### config.mk
export PLATFORM = sky130hd
export DESIGN_NAME = clkfreeze_ctrl
export DESIGN_NICKNAME = d
export VERILOG_FILES = /design/src/rtl/clkfreeze_pkg.sv /design/src/rtl/cf_sync.sv /design/src/rtl/cf_mask_rx.sv /design/src/rtl/cf_gate_bank.sv /design/src/rtl/clkfreeze_ctrl.sv
export SDC_FILE = /design/constraint.sdc
export NUM_CORES = 1
export LEC_CHECK = 0
export BUFFER_PORTS_ARGS = -buffer_cell sky130_fd_sc_hd__buf_2
export CAP_MARGIN = 20
export CORE_MARGIN = 8
export CORE_UTILIZATION = 54
export CTS_BUF_LIST = sky130_fd_sc_hd__clkbuf_2
export CTS_CLUSTER_SIZE = 14
export DETAILED_ROUTE_END_ITERATION = 8
export PLACE_DENSITY = 0.82
export SYNTH_ARGS = -nofsm -noshare
export SYNTH_HDL_FRONTEND = slang
export SYNTH_HIERARCHICAL = 1
export SYNTH_SLANG_ARGS = --single-unit
### constraint.sdc
create_clock -name clk -period 1.2 [get_ports clk]
set_input_delay 0.12 -clock clk [delete_from_list [all_inputs] [get_ports clk]]
set_output_delay 0.12 -clock clk [all_outputs]
set_load 0.005 [all_outputs]
### src/rtl/clkfreeze_pkg.sv
package clkfreeze_pkg;
  typedef enum logic [0:0] {
    RX_IDLE = 1'b0,
    RX_DATA = 1'b1
  } rx_state_e;
endpackage

### src/rtl/cf_sync.sv
// Multi-stage level synchronizer into the core clock domain.
module cf_sync #(
  parameter int   STAGES  = 2,
  parameter logic RST_VAL = 1'b1
) (
  input  logic clk,
  input  logic rst,
  input  logic d_i,
  output logic q_o
);
  logic [STAGES-1:0] chain_q;

  always_ff @(posedge clk) begin
    if (rst) chain_q <= {STAGES{RST_VAL}};
    else     chain_q <= {chain_q[STAGES-2:0], d_i};
  end

  assign q_o = chain_q[STAGES-1];
endmodule

### src/rtl/cf_mask_rx.sv
// Serial frame receiver: start bit then N enable bits, first bit -> index 0.
module cf_mask_rx
  import clkfreeze_pkg::*;
#(
  parameter int N      = 12,
  parameter int STAGES = 2
) (
  input  logic         clk,
  input  logic         rst,
  input  logic         sclk_i,
  input  logic         sdat_i,
  output logic [N-1:0] mask_o,
  output logic         load_o
);
  localparam int CW = (N > 1) ? $clog2(N) : 1;
  localparam logic [CW-1:0] LAST = CW'(N - 1);

  logic sclk_s, sdat_s, sclk_d, sclk_rise;
  rx_state_e    state_q;
  logic [CW-1:0] idx_q;
  logic [N-1:0] shift_q, mask_q, frame_nxt;
  logic         load_q;

  cf_sync #(.STAGES(STAGES), .RST_VAL(1'b1)) u_sync_clk (
    .clk(clk), .rst(rst), .d_i(sclk_i), .q_o(sclk_s));
  cf_sync #(.STAGES(STAGES), .RST_VAL(1'b1)) u_sync_dat (
    .clk(clk), .rst(rst), .d_i(sdat_i), .q_o(sdat_s));

  assign sclk_rise = sclk_s & ~sclk_d;

  always_comb begin
    frame_nxt        = shift_q;
    frame_nxt[idx_q] = sdat_s;
  end

  always_ff @(posedge clk) begin
    if (rst) begin
      sclk_d  <= 1'b1;
      state_q <= RX_IDLE;
      idx_q   <= '0;
      shift_q <= '0;
      mask_q  <= '1;
      load_q  <= 1'b0;
    end else begin
      sclk_d <= sclk_s;
      load_q <= 1'b0;
      if (sclk_rise) begin
        case (state_q)
          RX_IDLE: begin
            if (!sdat_s) begin
              state_q <= RX_DATA;
              idx_q   <= '0;
            end
          end
          RX_DATA: begin
            shift_q <= frame_nxt;
            if (idx_q == LAST) begin
              mask_q  <= frame_nxt;
              load_q  <= 1'b1;
              state_q <= RX_IDLE;
              idx_q   <= '0;
            end else begin
              idx_q <= idx_q + 1'b1;
            end
          end
          default: state_q <= RX_IDLE;
        endcase
      end
    end
  end

  assign mask_o = mask_q;
  assign load_o = load_q;
endmodule

### src/rtl/cf_gate_bank.sv
// Per-output gate that only follows the enable while its raw clock is low.
module cf_gate_bank #(
  parameter int N = 12
) (
  input  logic         clk,
  input  logic         rst,
  input  logic [N-1:0] raw_i,
  input  logic [N-1:0] mask_i,
  output logic [N-1:0] out_o
);
  for (genvar g = 0; g < N; g++) begin : g_lane
    logic gate_q;
    logic out_q;

    always_ff @(posedge clk) begin
      if (rst) begin
        gate_q <= 1'b1;
        out_q  <= 1'b0;
      end else begin
        if (!raw_i[g]) gate_q <= mask_i[g];
        out_q <= raw_i[g] & gate_q;
      end
    end

    assign out_o[g] = out_q;
  end
endmodule

### src/rtl/clkfreeze_ctrl.sv
module clkfreeze_ctrl #(
  parameter int N_OUT       = 12,
  parameter int SYNC_STAGES = 2
) (
  input  logic             clk,
  input  logic             rst,
  input  logic             frz_sclk_i,
  input  logic             frz_sdat_i,
  input  logic [N_OUT-1:0] raw_clk_i,
  output logic [N_OUT-1:0] gated_clk_o
);
  logic [N_OUT-1:0] active_mask;
  logic             mask_load;

  cf_mask_rx #(.N(N_OUT), .STAGES(SYNC_STAGES)) u_rx (
    .clk    (clk),
    .rst    (rst),
    .sclk_i (frz_sclk_i),
    .sdat_i (frz_sdat_i),
    .mask_o (active_mask),
    .load_o (mask_load)
  );

  cf_gate_bank #(.N(N_OUT)) u_gates (
    .clk    (clk),
    .rst    (rst),
    .raw_i  (raw_clk_i),
    .mask_i (active_mask),
    .out_o  (gated_clk_o)
  );
endmodule

==> impl_summary.md, run 1 <==
Drt
For this run, design rule violations remaining after detail routing come to 0. The final antenna-violating net count is 0. The number of DRC markers in iteration 0 is 103.

Summed over all layers, the routed wires come to 5.00 mm. For this block, the via count after detailed routing is between 1500 and 2000. After detailed routing, the average wire length per cell comes to 13.5 µm.

The first-pass iteration count of the detailed router is 4. In the routed layout, each cell is associated on average with a via count of 5.19.

Cells and area
Excluding fillers, the count of instances in the completed layout stands at 371. The share of final-layout standard cells stronger than drive strength 1 is 37.9%. The final net count is 334. At the end of the flow the core is filled with cells to 73.0%. Compared with the post-synthesis result, the final layout area differs by 30.7%. The cell area after layout is 3160 µm². The number of diodes is 0.

Worst setup path
Traced cell by cell, the critical path runs through inv_4 > ha_4 > nor3b_4 > mux2i_1 > a22oi_1. The reg-to-reg critical path startpoint is u_rx/idx_q[0]. At the worst endpoint, the required time is ~1.6 ns. The critical path arrival is 1.66 ns. On the worst path, the slowest cell contributes a delay of 0.41 ns. The worst reg2reg path endpoint is u_rx/mask_o[2]. STA classifies the critical path endpoint as a flop. The classification of the worst setup path is flop to flop. Counting cells, the worst reg-to-reg path comes to 5. Of all nets on the critical path, the largest fanout is 5.

In this run the register-to-register setup slack is -0.1 ns. The critical-path cell with the highest stage delay is dfxtp_4. The element type at the critical path start is a flop.

Synth
The Yosys step of the flow raised 6 warnings. In this run the cell area of the synthesized design comes to between 2000 and 2500 µm². A synthesized cell averages 9.50 µm². Synthesis produced a netlist whose cell count is 254. Synthesis produced a netlist with a net count of 274.

Floorplanning
The floorplan has 24 rows. Measured along the y axis, the die boundary spans 82.9 µm. The initial utilization of the core area, before any placement, comes to 55.8%.

The core footprint is ~4300 µm². The number of top-level design ports is 28. The horizontal die dimension is 82.9 µm.

The die covers 6860 µm².

Clocking
Clock-pin slew was measured on the worst setup and hold paths at 0.14 ns. The number of clock buffers added by TritonCTS is 9. In this run the clock root is driven by a clkbuf_2. The number of levels in the clock H-tree is 3. The clock tree buffer depth is 2. TritonCTS built the clock tree. The CTS sink count is 57.

The clock reaches the later pin of the worst-skew pair after between 0.4 and 0.5 ns.

Placement
The area after detailed placement is ~2700 µm². The number of placed instances with taps included is around 330. The minimum setup slack after placement is -0.111 ns. The detailed placement HPWL is 3.32 mm. At the end of routability-driven placement, the weighted congestion stood at 0.894. The number of I/O port buffers is 27.

GRT
The via count of the first global-routing pass is about 1900. Entering global routing, the biggest net connects 21 pins. The number of antenna violations at the first check in global routing is 0. The global-route wire length before repair is 8.20 mm.

The total grt overflow is 0. In the global route stage, overall resource usage came out at between 10 and 15%.

Timing
On the final layout, the worst hold slack is 0.107 ns. The final count of hold timing violations is 0. The share of the clock period used by the worst path is 108%.

The count of final max-slew check failures is 0. The time the final worst path needs with I/O delays and setup is ~1.3 ns. For the final routed database, the setup TNS stands at -0.597 ns. The final setup skew is 0.0275 ns. Setup violations remaining at the end of the flow were counted as 12.

Headroom to the max-slew limit came out at 81.5%. The worst setup slack after layout is -0.0996 ns. Setup repair after global routing could not meet its margin everywhere. The pin slew with the least headroom to its limit is 0.277 ns. Static timing analysis puts the maximum clock frequency at 0.769 GHz.

Pwr
In this run, the combinational gates consume 6.4% of the power. The register share of total power is between 50% and 60%. The worst IR drop on VDD is 1.04 mV. The power consumption is 3.55 mW. Summed over all cells, the static leakage comes to 1.48 nW.

The clock network burns between 30% and 40% of the power. The internal portion of the total power is 2.72 mW. The switching power share of the total is 23.4%. The areal power density over the cells is 1120 nW/µm². The analysis attributes to net switching a power of 829 µW.

Worst hold path
The tightest min-delay check is of the primary input to flop type. The worst hold path terminates at u_rx/idx_q[0]. The cell depth of the worst hold path is 3. The critical hold path startpoint is rst.

Run status
The run finished, with violations left. The final reports fail on setup timing.

Run
Max-cap violations in this run came to 0.
-- worst max-delay path: cells and delay by family, from the launching register on --
| kind | cells | cell delay, ns |
|---|---|---|
| multiplexers | 1 | 0.26 |
| AO/OA/AOI/OAI | 1 | 0.11 |
| AND/OR/NAND/NOR | 1 | 0.19 |
| flip-flops | 1 | 0.41 |
| buffers and inverters | 1 | 0.08 |
| adder cells (fa/ha/maj) | 1 | 0.15 |
-- what timing repair did --
item	CTS	global route
endpoints found under the setup margin	26	23
hold buffers	14	0
hold endpoints to repair	26	0
pin swaps	9	9
resized for setup	19	12
buffers inserted	4	4
-- worst max-delay path by stage --
stage	start	endpoint	slack, ns	cells after the start
after floorplan	u_rx/idx_q[0]	u_rx/mask_o[5]	0.002	4
after global placement	u_rx/idx_q[0]	u_rx/mask_o[2]	-0.05	5
after detailed placement	u_rx/idx_q[3]	u_rx/mask_o[0]	-0.11	4
after CTS	u_rx/idx_q[1]	u_rx/mask_o[0]	-0.09	5
after global routing	u_rx/idx_q[1]	u_rx/mask_o[0]	-0.14	5
final	u_rx/idx_q[0]	u_rx/mask_o[2]	-0.1	5
-- routing by layer --
metal / GRT usage [%] / share of wire [%]
met3: 5.37 / 5.8
met1: 14.5 / 41
met2: 25.0 / 52
met4: 8.15 / 1.3
met5: 0 / 0
-- flip-flops by register name, summed over array words and instances (netlist names) --
signal / count
u_rx/state_q: 1
u_rx/shift_q: 11
u_rx/sclk_d: 1
u_rx/u_sync_clk/chain_q: 2
u_rx/idx_q: 4
u_rx/u_sync_dat/chain_q: 2
u_gates/g_lane.gate_q: 12
u_gates/g_lane.out_q: 12
u_rx/mask_o: 12
-- power groups by stage --
stage	Sequential [mW]	Clock (mW)	Combinational, mW
global route	1.96	1.48	0.254
floorplan	2.00	0	0.132
global placement	2.00	0	0.186
finish	1.96	1.36	0.227
CTS	1.96	1.40	0.227
detailed placement	2.00	0	0.191
-- final cells by class --
cell class              instances  area (µm²)
well taps                      52        65.1
clock buffers                   9        45.0
fillers                       299        1170
repair buffers                 71         532
flip-flops and latches         57        1160
clock inverters                 7        85.1
multi-input cells             158        1200
inverters                      17        68.8
-- layout by cell type, fill, tap and decap left out, types with 6 or more instances in the layout --
| master | instances |
|---|---|
| dlygate4sd3_1 | 14 |
| mux2i_1 | 15 |
| o21ai_0 | 11 |
| buf_4 | 24 |
| clkbuf_2 | 9 |
| nand3_1 | 10 |
| dfxtp_1 | 51 |
| a21oi_2 | 8 |
| nand3b_1 | 6 |
| nor2_1 | 23 |
| a21oi_1 | 10 |
| o21ai_2 | 9 |
| inv_1 | 14 |
| nand2_1 | 22 |
| buf_2 | 27 |
No activity file was read; power rests on OpenSTA's default activity.
==> run 2, diff against run 1 <==
--- a/config.mk
+++ b/config.mk
@@ -12,7 +12,7 @@
 export CTS_BUF_LIST = sky130_fd_sc_hd__clkbuf_2
 export CTS_CLUSTER_SIZE = 14
 export DETAILED_ROUTE_END_ITERATION = 8
-export PLACE_DENSITY = 0.82
+export PLACE_DENSITY = 0.77
 export SYNTH_ARGS = -nofsm -noshare
 export SYNTH_HDL_FRONTEND = slang
 export SYNTH_HIERARCHICAL = 1
==> run 2 against run 1 <==
Against the previous run: the flow still finishes with violations (setup timing); cell count did not move; core utilization decreased by 1.3 points; via count increased by 0.93%; clock skew shrank 0.0025 ns; first-iteration DRC count increased by 7.8%; critical path depth is the same.
==> impl_summary.md, run 2 (synthesis gave the netlist of run 1 again) <==
Worst setup path
STA classifies the critical path startpoint as a flop. The number of cells on the worst reg-to-reg path was 5 (unchanged). The critical-path cell with the highest stage delay is dfxtp_4. The count of buffering cells on the critical path with inverters included is 1 (unchanged). The critical path is of the flop to flop type. The maximum net fanout on the critical path was 5 (unchanged).

The most critical setup path has its endpoint at u_rx/mask_o[2]. The number of gates on the worst path with buffers counted came to 5 (unchanged). The worst register-to-register path ends at u_rx/mask_o[2]. The reg-to-reg critical path startpoint is u_rx/idx_q[0].

The beginning of the critical path is u_rx/idx_q[0]. The critical path's largest stage delay is 0.41 ns (about the same). The family with the most delay on the worst path is flip-flops. The capturing element type of the critical path is a flop. The register-to-register path setup slack is -0.11 ns (about the same).

The required time of the critical path is 1.54 ns (-0.02 ns). The critical path arrival came to 1.65 ns (about the same). Traced cell by cell, the critical path runs through inv_4 > ha_4 > nor3b_4 > mux2i_1 > a22oi_1.

GRT
The global-route wire length before repair is 8.12 mm (-1.0%). The total grt overflow was 0 (unchanged). The number of antenna violations at the first check in global routing came to 0 (unchanged).

The via count of the first global-routing pass is 1765 (-6.3%). The maximum number of pins on one net before global-route repair is 18 (-14%). The global routing usage summed across all routing layers is 14.3% (-0.15 points).

Cells and area
The area taken by flip-flops and latches is 1160 µm² (+0.54%). The most frequent standard cell in the layout excluding fill and tap cells is dfxtp_1. The number of diodes came to 0 (unchanged). In the layout the commonest cells are dfxtp_1 (50), buf_2 (27), buf_4 (25), nor2_1 (23), nand2_1 (22).

The fill cell total of the finished layout is 317 (+6.0%). The final net count is 334 (unchanged). The utilization after layout is 71.6% (-1.3 points).

The multi-input logic area is 1190 µm² (-0.73%). The area added between synthesis and finish is 28.4%. The share of final-layout standard cells stronger than drive strength 1 was 38.2% (+0.31 points).

Clocking
The number of buffers added by the clock tree synthesis step came to 9 (unchanged). The CTS sink count is 57 (unchanged). The clock tree from TritonCTS is built. The clock network latency to the later pin of the worst-skew pair is 0.47 ns (-0.02 ns). The number of levels in the clock H-tree is 3 (unchanged). The clock tree buffer depth came to 2 (unchanged). The root buffer cell chosen for the clock tree is clkbuf_2. The clock-pin slew on the worst setup and hold paths is 0.15 ns (about the same).

Timing
The final setup violation count was 16 (+4). The time the final worst path needs with I/O delays and setup is 1.31 ns (+0.00853 ns). The count of final max-slew check failures came to 0 (unchanged).

Setup repair after global routing could not meet its margin everywhere. The final setup skew came to 0.0250 ns (-0.00252 ns). The aggregate negative setup slack is -0.962 ns (-0.364 ns). The share of the clock period used by the worst path is 109% (+0.71 points). The pin slew with the least headroom to its limit is 0.270 ns (-0.00781 ns). The relative max-transition margin is 82.0% (+0.52 points). The final count of hold timing violations was 0 (unchanged). The worst setup slack after layout came to -0.108 ns (-0.00853 ns).

The highest clock frequency the design can meet is 0.764 GHz (-0.65%).

Pwr
The areal power density over the cells is 1010 nW/µm² (-10%). The power consumption is 3.13 mW (-12%). The worst IR drop on VDD is 0.588 mV (-44%). The reported leakage power is 1.50 nW (+1.3%).

Placement
The final estimated routing congestion in global placement is 0.874 (-2.3%). The detailed placement HPWL came to 3.14 mm (-5.2%). The number of I/O port buffers is 27 (unchanged). The minimum setup slack after placement came to -0.0940 ns (+0.0170 ns).

Drt
The wire length reported by the detailed router is 5.03 mm (+0.58%). The remaining design rule violation count was 0 (unchanged). The number of DRC markers in iteration 0 is 111 (+7.8%). The first-pass iteration count of the detailed router came to 4 (unchanged).

The per-cell routed wire length is 13.5 µm (+0.58%). The overall via count from detail_route is 1944 (+0.93%). The final antenna-violating net count is 0 (unchanged). The mean number of vias per cell is 5.24 (+0.93%).

Run status
The final reports fail on setup timing. The run finished, with violations left.

Floorplanning
The horizontal die dimension is 82.9 µm (unchanged). The core footprint is 4320 µm² (unchanged). The die area is 6860 µm² (unchanged). The initial cell density of the core came to 55.8% (unchanged). The number of top-level design ports was 28 (unchanged). The standard-cell row count was 24 (unchanged). The height of the die is 82.9 µm (unchanged).

Run
The number of maximum-capacitance violations was 0 (unchanged).

Worst hold path
The cell depth of the worst hold path is 2 (-1). The min-delay analysis places its worst path in the category primary input to flop.
-- run 2: cell types whose count changed in the layout (fill, tap and decap cells not counted), sizes merged --
cell	delta
clkbuf	+3
bufinv	-2
buf	-1
clkinv	-1
clkinvlp	-1
inv	+1
nand2	+1
-- run 2: timing repair --
| item | 4_1_cts | 5_1_grt |
|---|---|---|
| buffers inserted | 0 | 10 |
| hold buffers | 14 | 0 |
| setup endpoints to repair | 25 | 22 |
| hold endpoints to repair | 26 | 0 |
| pin swaps | 8 | 18 |
| cloned | 0 | 1 |
| gates resized for setup | 16 | 16 |
-- run 2: final cells by class --
class / instances / share of cell area, %
Clock buffer: 12 / 1.94
Clock inverter: 4 / 0.606
Inverter: 17 / 2.30
Multi-Input combinational cell: 159 / 38.6
Sequential cell: 57 / 37.5
Tap cell: 52 / 2.10
Timing Repair Buffer: 70 / 17.0
-- run 2: per-layer routing --
metal  vias up  wire, µm  track usage, %
met5         -         0               0
li1        973         -               -
met4         0       138            8.31
met2        49      2480            23.6
met3        15       298            4.88
met1       907      2110            15.5
-- run 2: power by group --
group          switching [mW]  internal [mW]  leakage, nW
clock network           0.667          0.285       0.0614
registers              0.0208           1.93        0.469
logic                   0.112          0.112        0.966
total                   0.799           2.33         1.50
-- run 2: worst min-delay path by stage --
stage	slack, ns	from	endpoint
finish	0.05	rst	u_rx/u_sync_dat/chain_q[0]
global route	0.03	rst	u_rx/u_sync_dat/chain_q[0]
CTS	0.03	rst	u_rx/u_sync_dat/chain_q[0]
detailed placement	0.31	frz_sclk_i	u_rx/u_sync_clk/chain_q[0]
global placement	0.30	frz_sdat_i	u_rx/u_sync_dat/chain_q[0]
floorplan	0.20	raw_clk_i[0]	u_gates/g_lane[0].gate_q
-- run 2: per-stage QoR --
step | cell area [µm²] | hold slack (ns) | instances
after floorplan | 2480 | 0.199 | 254
after global placement | 2690 | 0.301 | 330
after detailed placement | 2690 | 0.306 | 330
after CTS | 2970 | 0.0316 | 360
after global routing | 3100 | 0.0330 | 371
final | 3100 | 0.0465 | 371
==> run 3, diff against run 2 <==
--- a/config.mk
+++ b/config.mk
@@ -8,11 +8,11 @@
 export BUFFER_PORTS_ARGS = -buffer_cell sky130_fd_sc_hd__buf_2
 export CAP_MARGIN = 20
 export CORE_MARGIN = 8
-export CORE_UTILIZATION = 54
+export CORE_UTILIZATION = 55
 export CTS_BUF_LIST = sky130_fd_sc_hd__clkbuf_2
 export CTS_CLUSTER_SIZE = 14
 export DETAILED_ROUTE_END_ITERATION = 8
-export PLACE_DENSITY = 0.77
+export PLACE_DENSITY = 0.75
 export SYNTH_ARGS = -nofsm -noshare
 export SYNTH_HDL_FRONTEND = slang
 export SYNTH_HIERARCHICAL = 1
==> constraint.sdc (replaced) <==
create_clock -name clk -period 1.7 [get_ports clk]
set_input_delay 0.17 -clock clk [delete_from_list [all_inputs] [get_ports clk]]
set_output_delay 0.17 -clock clk [all_outputs]
set_load 0.005 [all_outputs]
==> run 3 against run 2 <==
Against the previous run: the flow now finishes without violations; wire length shrank 9.0%; count of clock-buffer cells in the layout decreased by 3; global-route usage increased by 0.41 points; worst setup slack better by 0.26 ns; clock skew decreased by 0.015 ns; first-iteration DRC count is 4.5% lower; clock power up 18%; critical endpoint is now u_rx/mask_o[1].
==> impl_summary.md, run 3 (synthesis gave the netlist of run 1 again) <==
Timing
The count of final max-slew check failures is 0 (unchanged). The final setup violation count is 0 (-16). The final setup skew is 0.00976 ns (-0.0152 ns). The worst setup slack after layout is 0.150 ns (+0.258 ns). The final count of hold timing violations is 0 (unchanged). The share of the clock period used by the worst path came to 91.2% (-18 points). The aggregate negative setup slack is 0 ns (+0.962 ns). The smallest hold slack is 0.137 ns (+0.0902 ns).

The highest clock frequency the design can meet is 0.645 GHz (-16%). The relative max-transition margin was 65.1% (-17 points). Setup repair after global routing left no endpoint under its margin. The time the final worst path needs with I/O delays and setup is 1.55 ns (+0.242 ns). The pin slew with the least headroom to its limit came to 0.522 ns (+0.253 ns).

Placement
The number of placed instances with taps included is 317 (-3.9%). The area after detailed placement is 2500 µm² (-7.2%). The minimum setup slack after placement came to 0.199 ns (+0.293 ns). The number of I/O port buffers came to 27 (unchanged). The final estimated routing congestion in global placement was 0.836 (-4.3%).

The detailed placement HPWL is 3.00 mm (-4.5%).

Cells and area
The share of final-layout standard cells stronger than drive strength 1 was 24.1% (-14 points). The area added between synthesis and finish is 15.6%. The multi-input logic area is 1050 µm² (-12%). The number of diodes is 0 (unchanged). The final net count is 310 (-7.2%). The fill cell total of the finished layout is 368 (+16%).

Leaving out fill and tap cells, the most frequent cell in the layout is dfxtp_1. The library cells used most frequently in the layout, excluding fill and tap cells, are dfxtp_1 (57), buf_2 (27), nor2_1 (23), nand2_1 (22). The area taken by flip-flops and latches is 1140 µm² (-1.8%). The utilization after layout is 65.0% (-6.7 points). The cell area after layout is 2790 µm² (-9.9%). The count of non-filler cells in the finished layout was 347 (-6.5%).

Clocking
The number of buffers added by the clock tree synthesis step was 9 (unchanged). The CTS sink count is 57 (unchanged). The clock-pin slew on the worst setup and hold paths is 0.16 ns (about the same).

The tree is rooted in a clkbuf_2. The clock network latency to the later pin of the worst-skew pair came to 0.47 ns (about the same). The clock tree buffer depth was 2 (unchanged). The total setup buffers inserted after CTS is 0 (unchanged). The number of levels in the clock H-tree is 3 (unchanged).

TritonCTS built the clock tree.

Worst hold path
The worst hold-check path type is primary input to flop.

Worst setup path
The maximum net fanout on the critical path was 5 (unchanged). The critical path's largest stage delay is 0.38 ns (-0.03 ns). The worst setup path is launched from a flop. The worst setup path is captured at a flop.

The worst register-to-register path begins at u_rx/idx_q[1]. The capture point of the critical path is u_rx/mask_o[1]. The number of cells on the worst reg-to-reg path is 5 (unchanged). The number of gates on the worst path with buffers counted is 5 (unchanged). The endpoint identified for the worst register-to-register timing path is u_rx/mask_o[1]. The kind of cell with the highest combined delay along the critical path is flip-flops. Tracing the worst setup path back leads to its startpoint at u_rx/idx_q[1]. The critical path arrival is 1.91 ns (+0.26 ns). The critical path goes through inv_1 > ha_1 > nor3b_1 > mux2i_1 > a22oi_1. The register-to-register path setup slack is 0.15 ns (+0.26 ns).

The worst setup path is of the flop to flop kind. The slowest stage of the critical path belongs to the cell dfxtp_1. The required time of the critical path is 2.06 ns (+0.52 ns).

The count of buffering cells on the critical path with inverters included is 1 (unchanged).

Pwr
The reported leakage power came to 1.34 nW (-10%). The power consumption is 2.66 mW (-15%). The worst IR drop on VDD is 0.586 mV (-0.35%).

The areal power density over the cells was 952 nW/µm² (-5.7%).

GRT
The total grt overflow is 0 (unchanged). The maximum number of pins on one net before global-route repair is 29 (+11). The global routing usage summed across all routing layers is 14.7% (+0.41 points). The global-route wire length before repair is 7.41 mm (-8.8%).

The via count of the first global-routing pass was 1644 (-6.9%). The number of antenna violations at the first check in global routing is 0 (unchanged).

Floorplanning
The number of top-level design ports is 28 (unchanged). The horizontal die dimension is 82.2 µm (-0.74%). The die area is 6760 µm² (-1.5%). The initial cell density of the core is 56.2% (+0.39 points). The standard-cell row count is 24 (unchanged). The core footprint is 4290 µm² (-0.69%). The height of the die was 82.2 µm (-0.74%).

Run status
The flow ran to the end, and the final reports show no timing, DRC or antenna violations.

Drt
The per-cell routed wire length is 13.2 µm (-2.7%). The overall via count from detail_route is 1809 (-6.9%). The wire length reported by the detailed router is 4.58 mm (-9.0%). The remaining design rule violation count is 0 (unchanged). The final antenna-violating net count is 0 (unchanged).

The first-pass iteration count of the detailed router is 5 (+1). The number of DRC markers in iteration 0 is 106 (-4.5%). The mean number of vias per cell is 5.21 (-0.51%).

Run
The number of maximum-capacitance violations is 0 (unchanged).
run 3: cell count changes in the layout (fill, tap and decap cells not counted), moves of 4 or more:
cell     delta
inv_4       -4
buf_4      -19
dfxtp_4     -5
nand3_2     -5
ha_4        -4
nand3_1     +5
dfxtp_1     +7
ha_1        +4
run 3: how the worst min path moves through the flow:
stage / slack (ns) / to / startpoint / cells after the start
6_report: 0.14 / u_rx/shift_q[10] / rst / 4
5_1_grt: 0.08 / u_rx/mask_o[10] / rst / 3
4_1_cts: 0.10 / u_rx/mask_o[10] / rst / 3
3_5_place_dp: 0.35 / u_rx/u_sync_dat/chain_q[0] / frz_sdat_i / 2
3_3_place_gp: 0.35 / u_rx/u_sync_dat/chain_q[0] / frz_sdat_i / 2
2_1_floorplan: 0.25 / u_gates/g_lane[0].gate_q / raw_clk_i[0] / 1
run 3: layout make-up:
cell class	instances	area share [%]
Clock buffer	9	1.61
Clock inverter	7	3.90
Inverter	17	2.29
Multi-Input combinational cell	158	37.5
Sequential cell	57	40.9
Tap cell	52	2.33
Timing Repair Buffer	47	11.5
run 3: what timing repair did:
item | CTS | global route
resized for setup | 0 | 0
hold buffers | 14 | 0
endpoints found under the hold margin | 26 | 0
run 3: where the power goes:
| group | total [mW] | internal, mW | switching, mW |
|---|---|---|---|
| registers | 1.39 | 1.37 | 0.0145 |
| logic | 0.154 | 0.0769 | 0.0772 |
| clock network | 1.12 | 0.620 | 0.496 |
run 3: worst reg2reg max path, delay by kind of cell (launching register included):
family / cells / cell delay (ns)
flops: 1 / 0.38
compound gates: 1 / 0.15
buf+inv: 1 / 0.09
mux: 1 / 0.33
fa+ha+maj: 1 / 0.24
simple gates: 1 / 0.25
run 3: routing by layer:
layer  GRT usage [%]  routed length [µm]
met2            23.8                2220
met5               0                   0
met4            7.37                  68
met3            5.84                 243
met1            16.4                2050
